File: config.mk
export PLATFORM = sky130hd
export DESIGN_NAME = rstc_top
export DESIGN_NICKNAME = d
export VERILOG_FILES = /design/src/rtl/rstc_pkg.sv /design/src/rtl/rstc_sync.sv /design/src/rtl/rstc_pin_filter.sv /design/src/rtl/rstc_release.sv /design/src/rtl/rstc_cause.sv /design/src/rtl/rstc_top.sv
export SDC_FILE = /design/constraint.sdc
export NUM_CORES = 1
export LEC_CHECK = 0
export BUFFER_PORTS_ARGS = -buffer_cell sky130_fd_sc_hd__buf_2
export CAP_MARGIN = 5
export CORE_ASPECT_RATIO = 1.5
export CORE_MARGIN = 2
export CORE_UTILIZATION = 58
export CTS_BUF_LIST = sky130_fd_sc_hd__clkbuf_16
export DETAILED_ROUTE_END_ITERATION = 16
export PLACE_DENSITY = 0.83
export SYNTH_ARGS = -nofsm -noshare
export SYNTH_HDL_FRONTEND = slang
export SYNTH_SLANG_ARGS = --single-unit
File: constraint.sdc
create_clock -name clk_i -period 4.1 [get_ports clk_i]
set_input_delay 0.41 -clock clk_i [delete_from_list [all_inputs] [get_ports clk_i]]
set_output_delay 0.41 -clock clk_i [all_outputs]
set_load 0.02 [all_outputs]
File: src/rtl/rstc_pkg.sv
package rstc_pkg;

    // Cause register layout; bit order is visible to software.
    typedef struct packed {
        logic [3:0] rsvd;   // never set, read as zero
        logic       wdt;    // bit 3
        logic       bod;    // bit 2
        logic       pin;    // bit 1
        logic       por;    // bit 0
    } cause_t;

    localparam logic [1:0] BOD_LVL_OFF = 2'b11;

    localparam cause_t CAUSE_POR_VAL = '{rsvd: 4'h0, wdt: 1'b0, bod: 1'b0, pin: 1'b0, por: 1'b1};

    function automatic int unsigned max4(input int unsigned a, input int unsigned b,
                                         input int unsigned c, input int unsigned d);
        int unsigned m;
        m = a;
        if (b > m) m = b;
        if (c > m) m = c;
        if (d > m) m = d;
        return m;
    endfunction

endpackage

File: src/rtl/rstc_sync.sv
module rstc_sync #(
    parameter int unsigned STAGES = 2
) (
    input  logic clk_i,
    input  logic arst_i,
    input  logic d_i,
    output logic q_o
);
    logic [STAGES-1:0] sh_d, sh_q;

    always_comb begin
        sh_d = {sh_q[STAGES-2:0], d_i};
    end

    always_ff @(posedge clk_i or posedge arst_i) begin
        if (arst_i) sh_q <= '0;
        else        sh_q <= sh_d;
    end

    assign q_o = sh_q[STAGES-1];
endmodule

File: src/rtl/rstc_pin_filter.sv
module rstc_pin_filter #(
    parameter int unsigned MIN_CLKS = 4
) (
    input  logic clk_i,
    input  logic arst_i,
    input  logic pin_n_i,
    output logic req_o
);
    localparam int unsigned CW = $clog2(MIN_CLKS + 1);

    typedef struct packed {
        logic [CW-1:0] run;
        logic          req;
    } flt_t;

    logic low_s;
    flt_t st_d, st_q;

    rstc_sync #(.STAGES(2)) u_pin_sync (
        .clk_i (clk_i),
        .arst_i(arst_i),
        .d_i   (~pin_n_i),
        .q_o   (low_s)
    );

    always_comb begin
        st_d = st_q;
        if (!low_s) begin
            st_d.run = '0;
            st_d.req = 1'b0;
        end else begin
            if (st_q.run != CW'(MIN_CLKS)) st_d.run = st_q.run + 1'b1;
            st_d.req = (st_d.run == CW'(MIN_CLKS));
        end
    end

    always_ff @(posedge clk_i or posedge arst_i) begin
        if (arst_i) st_q <= '0;
        else        st_q <= st_d;
    end

    assign req_o = st_q.req;
endmodule

File: src/rtl/rstc_release.sv
module rstc_release #(
    parameter int unsigned TMO_W = 13
) (
    input  logic             clk_i,
    input  logic             arst_i,
    input  logic [TMO_W-1:0] tmo_i,
    output logic             rst_o
);
    typedef struct packed {
        logic [1:0]       sy;
        logic [TMO_W-1:0] cnt;
        logic             rst;
    } rel_t;

    localparam rel_t REL_RST = '{sy: 2'b00, cnt: '0, rst: 1'b1};

    rel_t st_d, st_q;
    logic quiet, done;

    always_comb begin
        st_d    = st_q;
        quiet   = st_q.sy[1];
        done    = quiet && (st_q.cnt >= tmo_i);
        st_d.sy = {st_q.sy[0], 1'b1};
        if (quiet && !done) st_d.cnt = st_q.cnt + 1'b1;
        st_d.rst = !done;
    end

    always_ff @(posedge clk_i or posedge arst_i) begin
        if (arst_i) st_q <= REL_RST;
        else        st_q <= st_d;
    end

    assign rst_o = st_q.rst;
endmodule

File: src/rtl/rstc_cause.sv
module rstc_cause
    import rstc_pkg::*;
(
    input  logic       clk_i,
    input  logic       por_i,
    input  logic       pin_set_i,
    input  logic       bod_set_i,
    input  logic       wdt_set_i,
    input  logic       wr_i,
    input  logic [7:0] wdata_i,
    output logic [7:0] flags_o
);
    cause_t fl_d, fl_q;

    always_comb begin
        fl_d = fl_q;
        if (wr_i) fl_d = cause_t'(fl_q & wdata_i);
        if (pin_set_i) fl_d.pin = 1'b1;
        if (bod_set_i) fl_d.bod = 1'b1;
        if (wdt_set_i) fl_d.wdt = 1'b1;
    end

    always_ff @(posedge clk_i or posedge por_i) begin
        if (por_i) fl_q <= CAUSE_POR_VAL;
        else       fl_q <= fl_d;
    end

    assign flags_o = fl_q;
endmodule

File: src/rtl/rstc_top.sv
module rstc_top
    import rstc_pkg::*;
#(
    parameter int unsigned FILT_MIN   = 4,
    parameter int unsigned TMO_SUT0   = 0,
    parameter int unsigned TMO_SUT1   = 16,
    parameter int unsigned TMO_SUT2   = 512,
    parameter int unsigned TMO_SUT3   = 4096,
    parameter int unsigned CKSEL_STEP = 4
) (
    input  logic       clk_i,
    input  logic       por_req_i,
    input  logic       pin_n_i,
    input  logic       bod_req_i,
    input  logic [1:0] bod_lvl_i,
    input  logic       wdt_req_i,
    input  logic [1:0] sut_i,
    input  logic [1:0] cksel_i,
    input  logic       reg_wr_i,
    input  logic [7:0] reg_wdata_i,
    output logic       rst_o,
    output logic [7:0] status_o
);
    localparam int unsigned TMO_MAX = max4(TMO_SUT0, TMO_SUT1, TMO_SUT2, TMO_SUT3) + 3 * CKSEL_STEP;
    localparam int unsigned TMO_W   = $clog2(TMO_MAX + 1);
    localparam int unsigned N_SYNC  = 2;   // brown-out, watchdog

    logic             pin_req;
    logic             bod_act;
    logic             async_src;
    logic [TMO_W-1:0] tmo_base, tmo;
    logic [N_SYNC-1:0] raw_req, set_req;

    assign bod_act   = bod_req_i && (bod_lvl_i != BOD_LVL_OFF);
    assign async_src = por_req_i | pin_req | bod_act | wdt_req_i;

    always_comb begin
        case (sut_i)
            2'd0:    tmo_base = TMO_W'(TMO_SUT0);
            2'd1:    tmo_base = TMO_W'(TMO_SUT1);
            2'd2:    tmo_base = TMO_W'(TMO_SUT2);
            default: tmo_base = TMO_W'(TMO_SUT3);
        endcase
        tmo = tmo_base + TMO_W'(cksel_i) * TMO_W'(CKSEL_STEP);
    end

    rstc_pin_filter #(.MIN_CLKS(FILT_MIN)) u_pin (
        .clk_i  (clk_i),
        .arst_i (por_req_i),
        .pin_n_i(pin_n_i),
        .req_o  (pin_req)
    );

    assign raw_req = {wdt_req_i, bod_act};

    for (genvar g = 0; g < N_SYNC; g++) begin : g_src_sync
        rstc_sync #(.STAGES(2)) u_sync (
            .clk_i (clk_i),
            .arst_i(por_req_i),
            .d_i   (raw_req[g]),
            .q_o   (set_req[g])
        );
    end

    rstc_release #(.TMO_W(TMO_W)) u_rel (
        .clk_i (clk_i),
        .arst_i(async_src),
        .tmo_i (tmo),
        .rst_o (rst_o)
    );

    rstc_cause u_cause (
        .clk_i    (clk_i),
        .por_i    (por_req_i),
        .pin_set_i(pin_req),
        .bod_set_i(set_req[0]),
        .wdt_set_i(set_req[1]),
        .wr_i     (reg_wr_i),
        .wdata_i  (reg_wdata_i),
        .flags_o  (status_o)
    );
endmodule

# == After elaboration in Yosys (flattened, before gate mapping) ==
# Index checks and enable logic that the tools add are counted.
# classes
addsub,3
multipliers,0
div_mod_pow,0
order_cmp,1
eq_ne,5
shifts,0
muxes,8
bitwise_logic,5
reduce_logical,8
# op_table
operator,count
$pmux W13 S3,1
$add A13 B1 Y13 const B,1
$add A13 B4 Y13,1
$ge A13 B13 Y1,1
$and A8 B8 Y8,1
$mux W4,2
$mux W3,2
$reduce_bool A2 Y1,3
$add A3 B1 Y3 const B,1
$eq A3 B3 Y1 const B,1
$logic_and A1 B1 Y1,3
$mux W1,3
$ne A3 B3 Y1 const B,1
$or A1 B1 Y1,3
$eq A2 B1 Y1 const B,1
$eq A2 B2 Y1 const B,1
$logic_not A2 Y1,1
$ne A2 B2 Y1 const B,1
$logic_not A1 Y1,1
$not A1 Y1,1
# word_totals
ff_bits,34
latchBits,0
ramBits,0
romBits,0
input_bits,20
out_inout_bits,9
elab_cells,43
mem_count,0

# == Depth between registers and ports, before layout ==
# logic_depth
ltp_word,7
mapped_depth,8
mapped_depth_nobuf,7

# == Hierarchy ==
# A second synthesis with hierarchy kept.
# unflattened
cells_unflattened,170
area_unflattened_um2,1794.2
# by_module_without_submodules
mod,instances,cells_per_inst,area_per_inst_um2,seq_area_each_um2
rstc_release,1,109,1076.0,401.6
rstc_cause,1,25,302.8,201.4
rstc_pin_filter,1,21,216.5,100.1
rstc_sync,3,3,53.8,50.0
rstc_top,1,6,37.5,0.0

# == Worst setup path before layout ==
# No wires, ideal clock.
# synth_timing
kind,in2reg
from,input sut_i[0]
to,register u_rel.st_q[4] (netlist bit)
setup_ns,0.124
t_arrival_ns,1.847
t_required_ns,3.976
setup_slack_ns,2.129
stages,7
n_path_buf,0
cell_sequence,nand2b_1 ha_1 o41ai_1 and3_1 a31oi_2 or3_1 xnor2_1
# synth_via
elab_chain_cells,7
word_cells_on_any_way,9
cone_classes,1 x add/sub; 1 x order compare; 2 x eq/ne; 1 x mux; 4 x reduce/logical
# synth_lines
item,line,rtl
start: declaration,rstc_top.sv:17,"input logic [1:0] sut_i,"
"$eq A2 B2 Y1, or another cell as far along",rstc_top.sv:38,case (sut_i)
$pmux W13 S3 (*),rstc_top.sv:38,
$add A13 B4 Y13 (*),rstc_top.sv:44,tmo = tmo_base + TMO_W'(cksel_i) * TMO_W'(CKSEL_STEP);
$ge A13 B13 Y1 (*),rstc_release.sv:23,done = quiet && (st_q.cnt >= tmo_i);
$logic_and A1 B1 Y1 (*),rstc_release.sv:23,
$logic_not A1 Y1 (*),rstc_release.sv:25,if (quiet && !done) st_d.cnt = st_q.cnt + 1'b1;
$logic_and A1 B1 Y1 (*),rstc_release.sv:25,
end signal: assignment,rstc_release.sv:31,else st_q <= st_d;
end: declaration,rstc_release.sv:17,"rel_t st_d, st_q;"
# Every way passes the cells marked *; elsewhere a longest branch is shown, timed or not.
# A chain may end at the register's enable or synchronous reset.

# == Worst setup path in the final report ==
# layout_timing
from,register u_rel.st_q[7] (netlist bit)
to,register u_rel.st_q[11] (netlist bit)
# layout_via
elab_chain_cells,4
word_cells_on_any_way,5
cone_classes,1 x add/sub; 1 x order compare; 3 x reduce/logical
# layout_lines
item,line
$ge A13 B13 Y1,rstc_release.sv:23
$logic_and A1 B1 Y1,rstc_release.sv:23
$logic_not A1 Y1,rstc_release.sv:25
$logic_and A1 B1 Y1,rstc_release.sv:25
# Parallel ways exist; a longest one is shown, timed or not.

==> results.md <==
- R2R setup slack: ~2.0 ns
- Worst endpoint required time: 4.25 ns
- Drt first pass iters: 4
- Starting Density: 61.21%
- RePlAce Congestion: 0.8226
- RSZ-0062 raised after global routing: no
- DP Area: 1695 um2
- Count of final setup violators: 0
- Initial DRC Count: 16
- CORE AREA: 2477 um2
- Worst-path clk slew: 0.05 ns
- Post-Synthesis Cell Area: 1516 um2
- Netlist cell types: 32
- Antenna Cells: 0
- Async SR Flop Fraction: 100.0%
- Setup TNS Final: 0 ns
- DR DRC count: 0
- Part of the cycle the worst path needs: 52.38%
- CTS tree: yes
- Clock tree buffer depth: 2
- Vias in the first global route: 1156
- Nets: between 150 and 200
- Total global routing overflow: 0
- Worst R2R Start: u_rel.st_q[7]$_DFFE_PP0P_
- Syn Area/Cell: about 12 um2
- Worst Setup End Kind: flip-flop
- Antenna viol nets, final: 0
- Via density: 5.632
- Post-cts sizing count: 0
- CP Data Arrival Time: 2.30 ns
- Fillcell total: 168
- Clock power share: 35.1%
- Sw Pwr: 0.2934 mW
- DIE WIDTH: 45.75 um
- Most frequent cells in the layout: 32 x dfrtp_1, 28 x buf_2, 17 x inv_1, 10 x nand2_1, 10 x xnor2_1
- Static leakage: 0.9280 nW
- WL final: between 2000 and 3000 um
- Max_slew headroom: ~58%
- Postcts setup bufs: 0
- Synth Register Bits: 34
- I/O pins: 29
- Detailed placement HPWL: 2069 um
- Status: finished, final reports clean
- Initial antenna violation count: 0
- Fin crit period: around 2.1 ns
- IO buf count: 28
- Syn nets: 159
- Hold WC Path Type: input port to async pin
- Cts hold-fix bufs: 0
- H-tree depth: 2
- Layout cells sized above 1: 27.71%
- CP Launch Type: flip-flop
- Die height: 66.63 um
- Sequential area share after synthesis: 56.27%
- Global-route wire length before repair: 4823 um
- Logic gate share of total power: 21.6%
- Ys flop type: dfrtp_1
- Gr usage total: 22.68%
- Max Slew Vio Count: 0
- P&R area growth vs syn: 21.12%
- Final instance area: 1837 um2
- Peak VDD IR: about 460 uV
- F_max: 465.6 MHz
- Largest net degree at the start of global routing: 19
- Vias: 1070
- Power Dens Cells: 541.2 nW/um2
- CTS buffer count: 5
- CTS root buffer: clkbuf_16
- DIE AREA: 3048 um2
- CP Max Fanout: 10
- Worst reg2reg path depth: 5
- Yosys warnings: 0
- CP Class: flip-flop to flip-flop
- Clock sinks: 34
- Final core occ: 74.14%
- Slew @ Worst Pin: 0.6279 ns
- Switching Share: between 20% and 30%
- Max-cap violations: 0
- Fin. Hold Viols: 0
- Setup Skew: 0.006229 ns
- Most common cell after layout, fill and taps aside: dfrtp_1
- P_int: 0.7008 mW
- Core Rows: 22
- Post-synth EDFFs: 0
- RR Endpoint: u_rel.st_q[11]$_DFFE_PP0P_
- Sequential share of power: 43.3%
- DR WL/cell: 14.64 um
- Clock Latency Late Sink: 0.27 ns
- Syn Inst Count: 130
worst max-delay path, cell delays in order, from the launching register on:
cell	delay, ns
dfrtp_1	0.42
or4_4	0.56
nor4_4	0.30
a31o_1	0.41
nand4_1	0.18
xnor2_1	0.15
cell usage after synthesis, drive strengths merged (3+ instances only):
master | instances | area share (%)
inv | 17 | 4.2
a21o | 3 | 1.5
xnor2 | 10 | 5.8
o21ai | 3 | 0.99
nand2 | 10 | 2.5
dfrtp | 32 | 53
nand4 | 5 | 2.1
ha | 9 | 7.4
nor3 | 4 | 1.3
nand2b | 5 | 2.1
xor2 | 3 | 1.7
a21boi | 6 | 3.0
registers in the layout (all words and copies together) (netlist names):
name	flops
u_rel.quiet	1
u_pin.u_pin_sync.sh_q	2
u_rel.st_q	13
u_cause.flags_o	8
g_src_sync.u_sync.sh_q	4
u_pin.req_o	1
u_rel.st_d	1
u_rel.rst_o	1
u_pin.st_q	3
power groups by stage:
stage          Clock [mW]  Sequential, mW  Combinational [mW]
6_report            0.349           0.430               0.215
3_3_place_gp            0           0.430               0.202
3_5_place_dp            0           0.433               0.213
5_1_grt             0.371           0.435               0.246
4_1_cts             0.357           0.429               0.215
2_1_floorplan           0           0.428               0.159
per-stage QoR:
stage | std cells | setup WS, ns | hold slack [ns] | power, mW
global placement | 182 | 1.926 | 0.3326 | 0.6320
detailed placement | 182 | 1.831 | 0.3365 | 0.6454
finish | 190 | 1.952 | 0.2282 | 0.9941
floorplan | 130 | 1.512 | 0.3312 | 0.5871
global route | 190 | 1.852 | 0.2712 | 1.051
CTS | 190 | 1.962 | 0.2491 | 1.002
area by class of cell:
class | instances | area (um2) | share of cell area, %
clock inverter | 3 | 16.27 | 0.8856
inverter | 17 | 63.81 | 3.474
sequential | 34 | 853.3 | 46.46
tap | 24 | 30.03 | 1.635
clock buffer | 5 | 125.1 | 6.812
timing repair buffer | 29 | 147.6 | 8.038
multi-input combinational | 78 | 600.6 | 32.70
logic make-up after synthesis:
| group | after synthesis | synth area share [%] |
|---|---|---|
| AOI/OAI and AO/OA | 19 | 9.818 |
| xor gates and xnor gates | 13 | 7.508 |
| adders and majority gates | 9 | 7.426 |
| buffers and inverters | 18 | 4.538 |
| DFF | 34 | 56.27 |
| other | 1 | 0.2473 |
| and+or+nand+nor | 36 | 14.19 |
per-layer routing:
metal	vias up	part of all wire, %	GRT usage, %
met4	0	3.0	12.50
met1	510	37	21.29
met5	-	0	0
li1	509	-	-
met2	43	55	40.67
met3	8	5.0	7.588
worst max path at each step:
| stage | from | end | slack, ns |
|---|---|---|---|
| 2_1_floorplan | bod_req_i | u_rel.quiet$_DFF_PP0_ | 1.51 |
| 3_3_place_gp | sut_i[0] | u_rel.st_q[7]$_DFFE_PP0P_ | 1.93 |
| 5_1_grt | u_rel.st_q[7]$_DFFE_PP0P_ | u_rel.st_q[13]$_DFFE_PP0P_ | 1.85 |
| 6_report | u_rel.st_q[7]$_DFFE_PP0P_ | u_rel.st_q[11]$_DFFE_PP0P_ | 1.95 |
| 3_5_place_dp | sut_i[0] | u_rel.st_q[11]$_DFFE_PP0P_ | 1.83 |
| 4_1_cts | u_rel.st_q[6]$_DFFE_PP0P_ | u_rel.st_q[11]$_DFFE_PP0P_ | 1.96 |
Power figures use the tool's default switching activity.
